===== src/rtl/spi_disc_pkg.sv =====
package spi_disc_pkg;

  localparam logic [6:0] ADDR_CTRL    = 7'h02;
  localparam logic [6:0] ADDR_SENSE   = 7'h04;
  localparam logic [6:0] ADDR_IN_BASE = 7'h10;
  localparam logic [6:0] ADDR_TDATA   = 7'h1E;
  localparam logic [6:0] ADDR_THR_GND = 7'h3A;
  localparam logic [6:0] ADDR_THR_SUP = 7'h3C;
  localparam logic [6:0] ADDR_IN_ALL  = 7'h78;

  // Hysteresis is the high byte of a threshold word; odd means bit 8 set.
  function automatic logic hyst_odd(input logic [15:0] word);
    return word[8];
  endfunction

  // True when addr selects one of the nbanks per-bank input bytes.
  function automatic logic is_bank_addr(input logic [6:0] addr, input int nbanks);
    logic hit;
    hit = 1'b0;
    for (int n = 0; n < nbanks; n++) begin
      if (addr == ADDR_IN_BASE + 7'(2 * n)) hit = 1'b1;
    end
    return hit;
  endfunction

  // Bank number of a per-bank input address.
  function automatic int bank_of(input logic [6:0] addr);
    return int'((addr - ADDR_IN_BASE) >> 1);
  endfunction

  function automatic logic is_input_addr(input logic [6:0] addr, input int nbanks);
    return (addr == ADDR_IN_ALL) || is_bank_addr(addr, nbanks);
  endfunction

endpackage


===== src/rtl/spi_disc_sync.sv =====
module spi_disc_sync #(
  parameter int               WIDTH   = 3,
  parameter int               STAGES  = 2,
  parameter logic [WIDTH-1:0] RST_VAL = '0
) (
  input  logic             clk,
  input  logic             rst_n,
  input  logic [WIDTH-1:0] d_in,
  output logic [WIDTH-1:0] d_out
);

  logic [STAGES-1:0][WIDTH-1:0] stg;

  always_ff @(posedge clk or negedge rst_n) begin
    if (!rst_n) begin
      for (int s = 0; s < STAGES; s++) stg[s] <= RST_VAL;
    end else begin
      stg[0] <= d_in;
      for (int s = 1; s < STAGES; s++) stg[s] <= stg[s-1];
    end
  end

  assign d_out = stg[STAGES-1];

endmodule


===== src/rtl/spi_disc_frame.sv =====
module spi_disc_frame #(
  parameter int TX_W  = 32,
  parameter int IDX_W = 3
) (
  input  logic             clk,
  input  logic             rst_n,
  input  logic             sclk_s,
  input  logic             cs_n_s,
  input  logic             mosi_s,
  input  logic             tx_load,
  input  logic [TX_W-1:0]  tx_word,
  output logic             byte_done,
  output logic [7:0]       rx_byte,
  output logic [IDX_W-1:0] byte_idx,
  output logic             miso
);

  logic            sclk_d;
  logic            sclk_rise;
  logic            sclk_fall;
  logic [2:0]      bit_cnt;
  logic [6:0]      rx_sh;
  logic [TX_W-1:0] tx_sh;
  logic            shift_pend;

  always_ff @(posedge clk or negedge rst_n) begin
    if (!rst_n) sclk_d <= 1'b0;
    else        sclk_d <= sclk_s;
  end

  assign sclk_rise = sclk_s & ~sclk_d & ~cs_n_s;
  assign sclk_fall = ~sclk_s & sclk_d & ~cs_n_s;
  assign byte_done = sclk_rise && (bit_cnt == 3'd7);
  assign rx_byte   = {rx_sh, mosi_s};

  always_ff @(posedge clk or negedge rst_n) begin
    if (!rst_n) begin
      bit_cnt    <= '0;
      rx_sh      <= '0;
      tx_sh      <= '0;
      byte_idx   <= '0;
      shift_pend <= 1'b0;
    end else if (cs_n_s) begin
      bit_cnt    <= '0;
      byte_idx   <= '0;
      tx_sh      <= '0;
      shift_pend <= 1'b0;
    end else begin
      if (sclk_rise) begin
        rx_sh   <= {rx_sh[5:0], mosi_s};
        bit_cnt <= bit_cnt + 3'd1;
        // data bits (not the command) earn a shift on the next falling edge
        if (byte_idx != '0) shift_pend <= 1'b1;
        if (bit_cnt == 3'd7 && byte_idx != '1) byte_idx <= byte_idx + 1'b1;
      end
      if (tx_load) begin
        tx_sh <= tx_word;
      end else if (sclk_fall && shift_pend) begin
        tx_sh      <= tx_sh << 1;
        shift_pend <= 1'b0;
      end
    end
  end

  assign miso = ~cs_n_s & tx_sh[TX_W-1];

  // deselect returns the frame to the command byte
  assert_idle_frame_R1: assert property (@(posedge clk) disable iff (!rst_n)
    cs_n_s |=> (byte_idx == '0));

  // MISO moves only after a falling edge or a load
  assert_miso_steady_R1: assert property (@(posedge clk) disable iff (!rst_n)
    (!cs_n_s && $past(!cs_n_s) && !$past(sclk_fall) && !$past(tx_load)) |-> $stable(miso));

endmodule


===== src/rtl/spi_disc_regs.sv =====
module spi_disc_regs
  import spi_disc_pkg::*;
#(
  parameter int NUM_IN = 32,
  parameter int IDX_W  = 3
) (
  input  logic                  clk,
  input  logic                  rst_n,
  input  logic                  wr_stb,
  input  logic [6:0]            wr_addr,
  input  logic [IDX_W-1:0]      wr_idx,
  input  logic [7:0]            wr_data,
  input  logic [6:0]            rd_addr,
  input  logic [NUM_IN-1:0]     in_bits,
  output logic [NUM_IN-1:0]     rd_word,
  output logic                  test_en,
  output logic [NUM_IN/8-1:0]   sense,
  output logic [15:0]           thr_g,
  output logic [15:0]           thr_s,
  output logic                  locked
);

  localparam int NB = NUM_IN / 8;

  logic [1:0]        ctrl_q;
  logic [NB-1:0]     sense_q;
  logic [7:0]        tdata_q;
  logic [15:0]       thr_g_q;
  logic [15:0]       thr_s_q;
  logic [7:0]        hi_hold;
  logic              locked_q;
  logic [NUM_IN-1:0] in_q;
  logic [NUM_IN-1:0] in_view;

  logic first_byte, second_byte, open_gate;
  logic ctrl_wr, srst_set, sense_wr, tdata_wr;
  logic thr_g_commit, thr_s_commit, thr_commit;
  logic [15:0] commit_word;

  assign first_byte   = wr_stb && (wr_idx == IDX_W'(1));
  assign second_byte  = wr_stb && (wr_idx == IDX_W'(2));
  assign open_gate    = ~ctrl_q[1];
  assign ctrl_wr      = first_byte && (wr_addr == ADDR_CTRL);
  assign srst_set     = ctrl_wr && wr_data[1];
  assign sense_wr     = first_byte && (wr_addr == ADDR_SENSE) && open_gate;
  assign tdata_wr     = first_byte && (wr_addr == ADDR_TDATA) && open_gate;
  assign thr_g_commit = second_byte && (wr_addr == ADDR_THR_GND) && open_gate;
  assign thr_s_commit = second_byte && (wr_addr == ADDR_THR_SUP) && open_gate;
  assign thr_commit   = thr_g_commit | thr_s_commit;
  assign commit_word  = {hi_hold, wr_data};

  always_ff @(posedge clk or negedge rst_n) begin
    if (!rst_n) begin
      ctrl_q   <= '0;
      sense_q  <= '0;
      tdata_q  <= '0;
      thr_g_q  <= '0;
      thr_s_q  <= '0;
      hi_hold  <= '0;
      locked_q <= 1'b0;
      in_q     <= '0;
    end else begin
      in_q <= in_bits;
      if (first_byte) hi_hold <= wr_data;
      if (ctrl_wr) ctrl_q <= wr_data[1] ? 2'b10 : wr_data[1:0];
      if (srst_set) begin
        sense_q  <= '0;
        tdata_q  <= '0;
        thr_g_q  <= '0;
        thr_s_q  <= '0;
        locked_q <= 1'b0;
      end else begin
        if (sense_wr)     sense_q <= wr_data[NB-1:0];
        if (tdata_wr)     tdata_q <= wr_data;
        if (thr_g_commit) thr_g_q <= commit_word;
        if (thr_s_commit) thr_s_q <= commit_word;
        if (thr_commit && hyst_odd(commit_word)) locked_q <= 1'b1;
      end
    end
  end

  always_comb begin
    if (locked_q || ctrl_q[1]) in_view = '0;
    else if (ctrl_q[0])        in_view = {NB{tdata_q}};
    else                       in_view = in_q;
  end

  always_comb begin
    rd_word = '0;
    case (rd_addr)
      ADDR_CTRL:    rd_word[NUM_IN-1 -: 8]  = {6'b0, ctrl_q};
      ADDR_SENSE:   rd_word[NUM_IN-1 -: 8]  = 8'(sense_q);
      ADDR_TDATA:   rd_word[NUM_IN-1 -: 8]  = tdata_q;
      ADDR_THR_GND: rd_word[NUM_IN-1 -: 16] = thr_g_q;
      ADDR_THR_SUP: rd_word[NUM_IN-1 -: 16] = thr_s_q;
      ADDR_IN_ALL:  rd_word                 = in_view;
      default: begin
        if (is_bank_addr(rd_addr, NB))
          rd_word[NUM_IN-1 -: 8] = in_view[bank_of(rd_addr)*8 +: 8];
      end
    endcase
  end

  assign test_en = ctrl_q[0];
  assign sense   = sense_q;
  assign thr_g   = thr_g_q;
  assign thr_s   = thr_s_q;
  assign locked  = locked_q;

  assert_lock_cause_R8: assert property (@(posedge clk) disable iff (!rst_n)
    $rose(locked_q) |-> $past(thr_commit && hyst_odd(commit_word)));

  assert_srst_unlocks_R9: assert property (@(posedge clk) disable iff (!rst_n)
    srst_set |=> !locked_q);

  assert_srst_blocks_sense_R9: assert property (@(posedge clk) disable iff (!rst_n)
    ctrl_q[1] |=> $stable(sense_q));

  assert_thr_commit_only_R4: assert property (@(posedge clk) disable iff (!rst_n)
    !$stable(thr_g_q) |-> $past(thr_g_commit || srst_set));

endmodule


===== src/rtl/spi_disc_mon.sv =====
module spi_disc_mon
  import spi_disc_pkg::*;
#(
  parameter int NUM_IN      = 32,
  parameter int SYNC_STAGES = 2
) (
  input  logic                clk,
  input  logic                rst_n,
  input  logic                spi_sclk,
  input  logic                spi_cs_n,
  input  logic                spi_mosi,
  output logic                spi_miso,
  input  logic [NUM_IN-1:0]   in_bits,
  output logic                test_mode,
  output logic [NUM_IN/8-1:0] bank_sense,
  output logic [15:0]         thr_gnd,
  output logic [15:0]         thr_sup,
  output logic                lock_flag
);

  localparam int NB    = NUM_IN / 8;
  localparam int IDX_W = 3;

  logic             sclk_s, cs_n_s, mosi_s;
  logic             byte_done;
  logic [7:0]       rx_byte;
  logic [IDX_W-1:0] byte_idx;
  logic [7:0]       cmd_q;
  logic             tx_load;
  logic             wr_stb;
  logic [NUM_IN-1:0] rd_word;

  spi_disc_sync #(
    .WIDTH  (3),
    .STAGES (SYNC_STAGES),
    .RST_VAL(3'b010)
  ) u_sync (
    .clk  (clk),
    .rst_n(rst_n),
    .d_in ({spi_sclk, spi_cs_n, spi_mosi}),
    .d_out({sclk_s, cs_n_s, mosi_s})
  );

  spi_disc_frame #(
    .TX_W (NUM_IN),
    .IDX_W(IDX_W)
  ) u_frame (
    .clk      (clk),
    .rst_n    (rst_n),
    .sclk_s   (sclk_s),
    .cs_n_s   (cs_n_s),
    .mosi_s   (mosi_s),
    .tx_load  (tx_load),
    .tx_word  (rd_word),
    .byte_done(byte_done),
    .rx_byte  (rx_byte),
    .byte_idx (byte_idx),
    .miso     (spi_miso)
  );

  always_ff @(posedge clk or negedge rst_n) begin
    if (!rst_n)                            cmd_q <= '0;
    else if (byte_done && byte_idx == '0)  cmd_q <= rx_byte;
  end

  assign tx_load = byte_done && (byte_idx == '0) && rx_byte[7];
  assign wr_stb  = byte_done && (byte_idx != '0) && !cmd_q[7];

  spi_disc_regs #(
    .NUM_IN(NUM_IN),
    .IDX_W (IDX_W)
  ) u_regs (
    .clk    (clk),
    .rst_n  (rst_n),
    .wr_stb (wr_stb),
    .wr_addr(cmd_q[6:0]),
    .wr_idx (byte_idx),
    .wr_data(rx_byte),
    .rd_addr(rx_byte[6:0]),
    .in_bits(in_bits),
    .rd_word(rd_word),
    .test_en(test_mode),
    .sense  (bank_sense),
    .thr_g  (thr_gnd),
    .thr_s  (thr_sup),
    .locked (lock_flag)
  );

  assert_lock_mutes_inputs_R8: assert property (@(posedge clk) disable iff (!rst_n)
    (tx_load && lock_flag && is_input_addr(rx_byte[6:0], NB)) |-> (rd_word == '0));

endmodule


===== config.mk =====
export PLATFORM = sky130hd
export DESIGN_NAME = spi_disc_mon
export DESIGN_NICKNAME = d
export VERILOG_FILES = /design/src/rtl/spi_disc_pkg.sv /design/src/rtl/spi_disc_sync.sv /design/src/rtl/spi_disc_frame.sv /design/src/rtl/spi_disc_regs.sv /design/src/rtl/spi_disc_mon.sv
export SDC_FILE = /design/constraint.sdc
export NUM_CORES = 1
export LEC_CHECK = 0
export CAP_MARGIN = 40
export CORE_ASPECT_RATIO = 0.8
export CORE_MARGIN = 2
export CORE_UTILIZATION = 42
export DETAILED_ROUTE_END_ITERATION = 8
export HOLD_SLACK_MARGIN = 0.02
export PLACE_DENSITY = 0.73
export SLEW_MARGIN = 30
export SYNTH_ARGS = -nofsm -noshare
export SYNTH_HDL_FRONTEND = slang
export SYNTH_SLANG_ARGS = --single-unit

===== constraint.sdc =====
create_clock -name clk -period 3.1 [get_ports clk]
set_input_delay 0.465 -clock clk [delete_from_list [all_inputs] [get_ports clk]]
set_output_delay 0.465 -clock clk [all_outputs]
set_load 0.02 [all_outputs]

Word-level counts from Yosys, hierarchy flattened
Cells that the tools add are included.
- add/subtract/negate cells: 3
- equal/unequal tests: 19
- shift-type cells: 1
- muxes and demuxes: 35
- bitwise operators: 10
- reductions and logical operators: 35
- operator list (kind ; number):
    32-bit 2-to-1 mux ; 5
    16-bit 2-to-1 mux ; 5
    8-bit case mux with 6 select lines ; 1
    7-bit by 5-bit equality test with 1-bit output, second input constant ; 6
    32-bit by 32-bit indexed part select with 8-bit output ; 1
    7-bit by 6-bit equality test with 1-bit output, second input constant ; 4
    8-bit 2-to-1 mux ; 3
    8-bit case mux with 3 select lines ; 1
    1-bit logical AND ; 20
    3-bit 2-to-1 mux ; 5
    7-bit by 2-bit equality test with 1-bit output, second input constant ; 2
    7-bit by 3-bit equality test with 1-bit output, second input constant ; 2
    2-bit nonzero test ; 7
    1-bit 2-to-1 mux ; 12
    4-bit 2-to-1 mux ; 2
    7-bit by 5-bit subtractor with 8-bit output, second input constant ; 1
    7-bit equality test, second input constant ; 1
    3-bit by 1-bit adder with 3-bit output, second input constant ; 2
    3-bit nonzero test ; 2
    6-bit OR reduction ; 1
    1-bit bitwise AND ; 5
    1-bit inverter ; 4
    2-bit AND reduction ; 2
    3-bit by 1-bit equality test with 1-bit output, second input constant ; 1
    8 further kinds ; 8
- register bits: 148
- bits of input ports: 37
- output and inout bits: 39
- word-level logic and storage cells: 120

Depth between registers and ports, before layout
- depth in word-level cells: 13
- depth in mapped cells: 9
- depth with buffers taken out: 7

Cells and area by module
Synthesis repeated with hierarchy kept, for this count alone.
- cells, all modules: 632
- area, all modules: 7373.3 um^2
- modules (own cells, without submodules) (module ; instances ; cells an instance ; area an instance (um^2) ; seq. area each (um^2)):
    spi_disc_regs ; 1 ; 408 ; 4339.2 ; 2177.1
    spi_disc_frame ; 1 ; 195 ; 2524.9 ; 1176.1
    spi_disc_mon ; 1 ; 20 ; 334.1 ; 200.2
    spi_disc_sync ; 1 ; 9 ; 175.2 ; 152.6

Least setup slack after synthesis
No wires, ideal clock.
- kind: register -> register
- start point: register u_frame.byte_idx[0]
- end point: register u_regs.thr_g_q[0] (netlist: u_regs.thr_g[0])
- library setup time: 0.121 ns
- arrival time: 1.942 ns
- data required time: 2.979 ns
- slack: 1.037 ns
- stages on the path, launching flop included: 9
- path buffers: 1
- clock period less this slack: 2.063 ns
- cells stage by stage: dfrtp_1 inv_1 ha_1 nor4bb_1 nand4_1 nor2_2 buf_2 mux2i_1 nor2_1
- longest elaborated chain between the ends: 7
- elaborated cells on any way between the ends: 13
- classes of those cells: 2 x eq/ne; 1 x mux; 10 x reduce/logical
- ends and longest elaborated chain (what ; RTL line ; text):
    start: declaration ; spi_disc_frame.sv:14 ; output logic [IDX_W-1:0] byte_idx,
    start signal: assignment ; spi_disc_frame.sv:54 ; if (bit_cnt == 3'd7 && byte_idx != '1) byte_idx <= byte_idx + 1'b1;
    3-bit nonzero test ; spi_disc_mon.sv:67 ; assign wr_stb = byte_done && (byte_idx != '0) && !cmd_q[7];
    1-bit logical AND (2 in series) ; spi_disc_mon.sv:67 ;
    1-bit logical AND, on equally long branches ; spi_disc_regs.sv:40, spi_disc_regs.sv:41 ;
    1-bit logical AND, on equally long branches ; spi_disc_regs.sv:43, spi_disc_regs.sv:47 ;
    1-bit logical AND, on equally long branches ; spi_disc_regs.sv:44, spi_disc_regs.sv:47 ;
    16-bit 2-to-1 mux / 2-bit nonzero test (equally long branches) ; - ;
    end signal: assignment ; spi_disc_regs.sv:75 ; if (thr_g_commit) thr_g_q <= commit_word;
    end: declaration ; spi_disc_regs.sv:28 ; logic [15:0] thr_g_q;
Parallel ways exist; a longest one is shown, timed or not.
A chain may end at the register's enable or synchronous reset.

Worst setup path in the final report
- start point: register u_frame.rx_sh[5]
- end point: register u_frame.tx_sh[1]
- longest elaborated chain between the ends: 4
- ends and longest elaborated chain (what ; RTL line ; text):
    start: declaration ; spi_disc_frame.sv:22 ; logic [6:0] rx_sh;
    start signal: assignment ; spi_disc_frame.sv:50 ; rx_sh <= {rx_sh[5:0], mosi_s};
    7-bit equality test ; spi_disc_regs.sv:90 ; case (rd_addr)
    16-bit 2-to-1 mux ; spi_disc_regs.sv:90 ;
    32-bit 2-to-1 mux ; spi_disc_frame.sv:56 ; if (tx_load) begin
    32-bit 2-to-1 mux ; spi_disc_frame.sv:43 ; end else if (cs_n_s) begin
    end signal: assignment ; spi_disc_frame.sv:57 ; tx_sh <= tx_word;
    end signal: assignment ; spi_disc_frame.sv:59 ; tx_sh <= tx_sh << 1;
    end: declaration ; spi_disc_frame.sv:23 ; logic [TX_W-1:0] tx_sh;
Every way passes these cells.

==> results.json <==
{
  "drv_slew": 0,
  "grt_pass1_wl_um": 31240,
  "area_delta_synth_final_pct": 24.17,
  "seq_area_frac_synth_pct": 53.34,
  "hold_viol_final": 0,
  "viasPerCell": 5.954,
  "n_fill_cell": 1366,
  "setup_violations": 0,
  "max_stage_delay_ns": 0.71,
  "die_area_mm2": 0.01759,
  "rsz0062_at_grt": "no",
  "use_met2_pct": 35.44,
  "clk_pin_slew_ns": 0.06,
  "num_vias": 5412,
  "utilization_pct": 52.79,
  "start_util_pct": 42.51,
  "p_leak_uw": 0.003571,
  "power_density_mw_per_mm2": 554.3,
  "start_kind": "flop",
  "cts_resized": 0,
  "firstDrtPassIters": 5,
  "tns_ns": 0,
  "die_h_um": 119.0,
  "reg2reg_from": "u_frame.rx_sh[5]$_DFFE_PN0P_",
  "p_total_uw": 4782,
  "tightest_slew_ns": 0.8357,
  "required_ns": 3.45,
  "overflow": 0,
  "synth.avg_cell_area_um2": 11.50,
  "num_rows": 42,
  "h-tree-depth": 4,
  "placed_cells": 878,
  "placed_area_mm2": 0.008005,
  "finalNonFillerCells": 909,
  "cts_tree": "done",
  "hpwl_um": 13830,
  "ir_drop_mv": 0.3248,
  "worst_path_dominant_cell_family": "simple AND/OR/NAND/NOR gates",
  "crit_path_max_fanout": 15,
  "end_kind": "flop",
  "gp_congestion": 0.9285,
  "max-slew-margin-rel_pct": 44.10,
  "post-cts-setup-buffers": 0,
  "ios": 76,
  "synth_flop_cell": "dfrtp_1",
  "wl_per_cell_um": 21.61,
  "grt_max_degree": 70,
  "clk_latency_ns": 0.42,
  "critPathBufInv": 0,
  "fmax_mhz": 369.6,
  "final_antenna_net_count": 0,
  "maxCapViolations": 0,
  "drive_gt1_share_pct": 15.82,
  "portBuffers": 75,
  "path_class": "reg -> reg",
  "worstHoldPathType": "in -> async",
  "met3_usage_pct": 6.475,
  "ys_ff_latch": 148,
  "busiest_layer": "met2",
  "fin_crit_sh_pct": 87.27,
  "drt_wl_total_um": 19650,
  "syn_area_mm2": 0.006948,
  "grt_pass1_vias": 5559,
  "gr-usage-met1_pct": 32.78,
  "yosysWarnings": 0,
  "grt_usage_pct": 23.45,
  "drtIter0Drc": 553,
  "slowest_stage": "or4b_1",
  "synth_edf_count": 0,
  "fin_worst_skew_ns": 0.008323,
  "crit_arrival_ns": 3.06,
  "core_area_mm2": 0.01634,
  "antenna_found_initial": 0,
  "cts-hold-fix-buffers": 0,
  "fp.dieW_um": 147.8,
  "path_cells": "or4b_1 -> nor2_1 -> nand4_1 -> o21ai_0 -> a22o_1",
  "status": "complete, no violations",
  "synth_cell_types": 55,
  "clockRootBuffer": "clkbuf_16",
  "cts_buffer_depth": 2,
  "synth_cells": 604,
  "final_area_mm2": 0.008627,
  "nets": 721,
  "clkSinkCount": 148,
  "drc": 0,
  "timing.rr.end": "u_frame.tx_sh[1]$_DFFE_PN0P_",
  "synth_fp_nets": 648,
  "rr_worst_depth": 5,
  "ys_async_sr_fraction_pct": 100.0,
  "fin_crit_ns": 2.705,
  "reg2reg_slack_ns": 0.39,
  "diodes": 0,
  "cts_inserted_buffers": 17
}
[cell usage after synthesis, drive strengths merged, types with 3 or more instances]
| cell | number | area, um2 |
|---|---|---|
| mux4 | 8 | 180.2 |
| a22oi | 9 | 67.56 |
| a22o | 24 | 211.5 |
| nand2 | 50 | 187.7 |
| nor2 | 55 | 216.5 |
| a211oi | 4 | 30.03 |
| nand3b | 5 | 37.54 |
| a311oi | 3 | 26.28 |
| o22ai | 8 | 50.05 |
| dfrtp | 146 | 3654 |
| nor4bb | 3 | 30.03 |
| nor3 | 7 | 46.30 |
| inv | 7 | 26.28 |
| nor2b | 7 | 43.79 |
| ha | 7 | 87.58 |
| clkbuf | 24 | 91.33 |
| mux2 | 28 | 315.3 |
| a21oi | 26 | 130.1 |
| mux2i | 63 | 630.6 |
| nor4 | 9 | 71.32 |
| and2 | 3 | 18.77 |
| a211o | 4 | 35.03 |
| buf | 19 | 101.3 |
| a221oi | 7 | 73.82 |
| a222oi | 4 | 40.04 |
| or4 | 3 | 22.52 |
| nand4 | 4 | 25.02 |
| o21ai | 40 | 200.2 |
| nand2b | 5 | 31.28 |
[cell type report]
class	instances	area, um2	area share [%]
Clock buffer	19	442.9	5.134
Tap cell	220	275.3	3.191
Timing Repair Buffer	97	962.2	11.15
Inverter	7	26.28	0.3046
Sequential cell	148	3707	42.97
Multi-Input combinational cell	406	3034	35.17
Clock inverter	12	178.9	2.074
[through the flow]
stage / setup WS, ns / hold slack, ns
finish: 0.3945 / 0.04446
global route: 0.2601 / 0.08258
floorplan: 1.037 / 0.1694
global placement: 0.5321 / 0.3373
detailed placement: 0.5104 / 0.3425
CTS: 0.4190 / 0.06947
[where the power goes]
part           leakage (uW)  internal (uW)  switching [uW]  total (uW)
logic               0.00131            211             296         507
clock network      0.000296           1370             807        2170
registers           0.00196           2000             103        2100
total               0.00357           3580            1210        4780
[cells in the final DEF (no fill, tap or decap), drive strengths merged, types with 3 or more instances in the layout]
cell	count
and2	3
o22ai	8
nor2b	7
a211o	4
nor3	7
nor2	55
mux2i	63
mux4	8
a21oi	26
nand3b	5
dfrtp	146
ha	7
nand4	4
clkinvlp	3
mux2	28
a22oi	9
a221oi	7
buf	23
clkbuf	19
clkdlybuf4s50	74
a22o	24
bufinv	4
nand2b	5
a222oi	4
o21ai	40
a311oi	3
nor4	9
a211oi	4
inv	10
nand2	50
nor4bb	3
or4	3
[worst max-delay path by stage]
stage	slack, ns	start	to	depth (start not counted)
after global routing	0.26	u_regs.ctrl_q[1]$_DFFE_PN0P_	u_regs.thr_s[3]$_DFFE_PN0P_	6
after detailed placement	0.51	u_frame.byte_idx[0]$_DFFE_PN0P_	u_regs.thr_s[7]$_DFFE_PN0P_	8
after floorplan	1.04	u_frame.byte_idx[0]$_DFFE_PN0P_	u_regs.thr_g[0]$_DFFE_PN0P_	8
after CTS	0.42	u_frame.rx_sh[5]$_DFFE_PN0P_	u_frame.tx_sh[1]$_DFFE_PN0P_	5
after global placement	0.53	u_frame.bit_cnt[0]$_DFFE_PN0P_	u_frame.tx_sh[30]$_DFFE_PN0P_	7
final	0.39	u_frame.rx_sh[5]$_DFFE_PN0P_	u_frame.tx_sh[1]$_DFFE_PN0P_	5
[routing by layer]
metal / routed length (um) / up-vias / share of wire, %
li1: - / 2370 / -
met1: 8607 / 2730 / 44
met2: 8822 / 267 / 45
met3: 1741 / 45 / 8.9
met4: 473 / 0 / 2.4
met5: 0 / - / 0
[registers in the layout, indices dropped and copies added (netlist names), 3 cells and up]
name,count
u_sync.stg,3
u_regs.sense,4
u_frame.tx_sh,32
u_regs.thr_g,16
u_frame.bit_cnt,3
cmd_q,8
u_frame.rx_sh,7
u_regs.in_q,32
u_regs.thr_s,16
u_sync.d_out,3
u_regs.tdata_q,8
u_regs.hi_hold,8
u_frame.byte_idx,3
[cell families (layout without fill, tap and decap cells)]
family	after synthesis	count (layout)	share of synthesized area [%]
and+or+nand+nor	161	161	12.12
muxes	99	99	16.21
adders and majority gates	7	7	1.261
DFF	148	148	53.34
xor gates and xnor gates	2	2	0.2522
buffers and inverters	50	135	3.151
AOI/OAI and AO/OA	137	137	13.67
No activity file was read; power rests on OpenSTA's default activity.
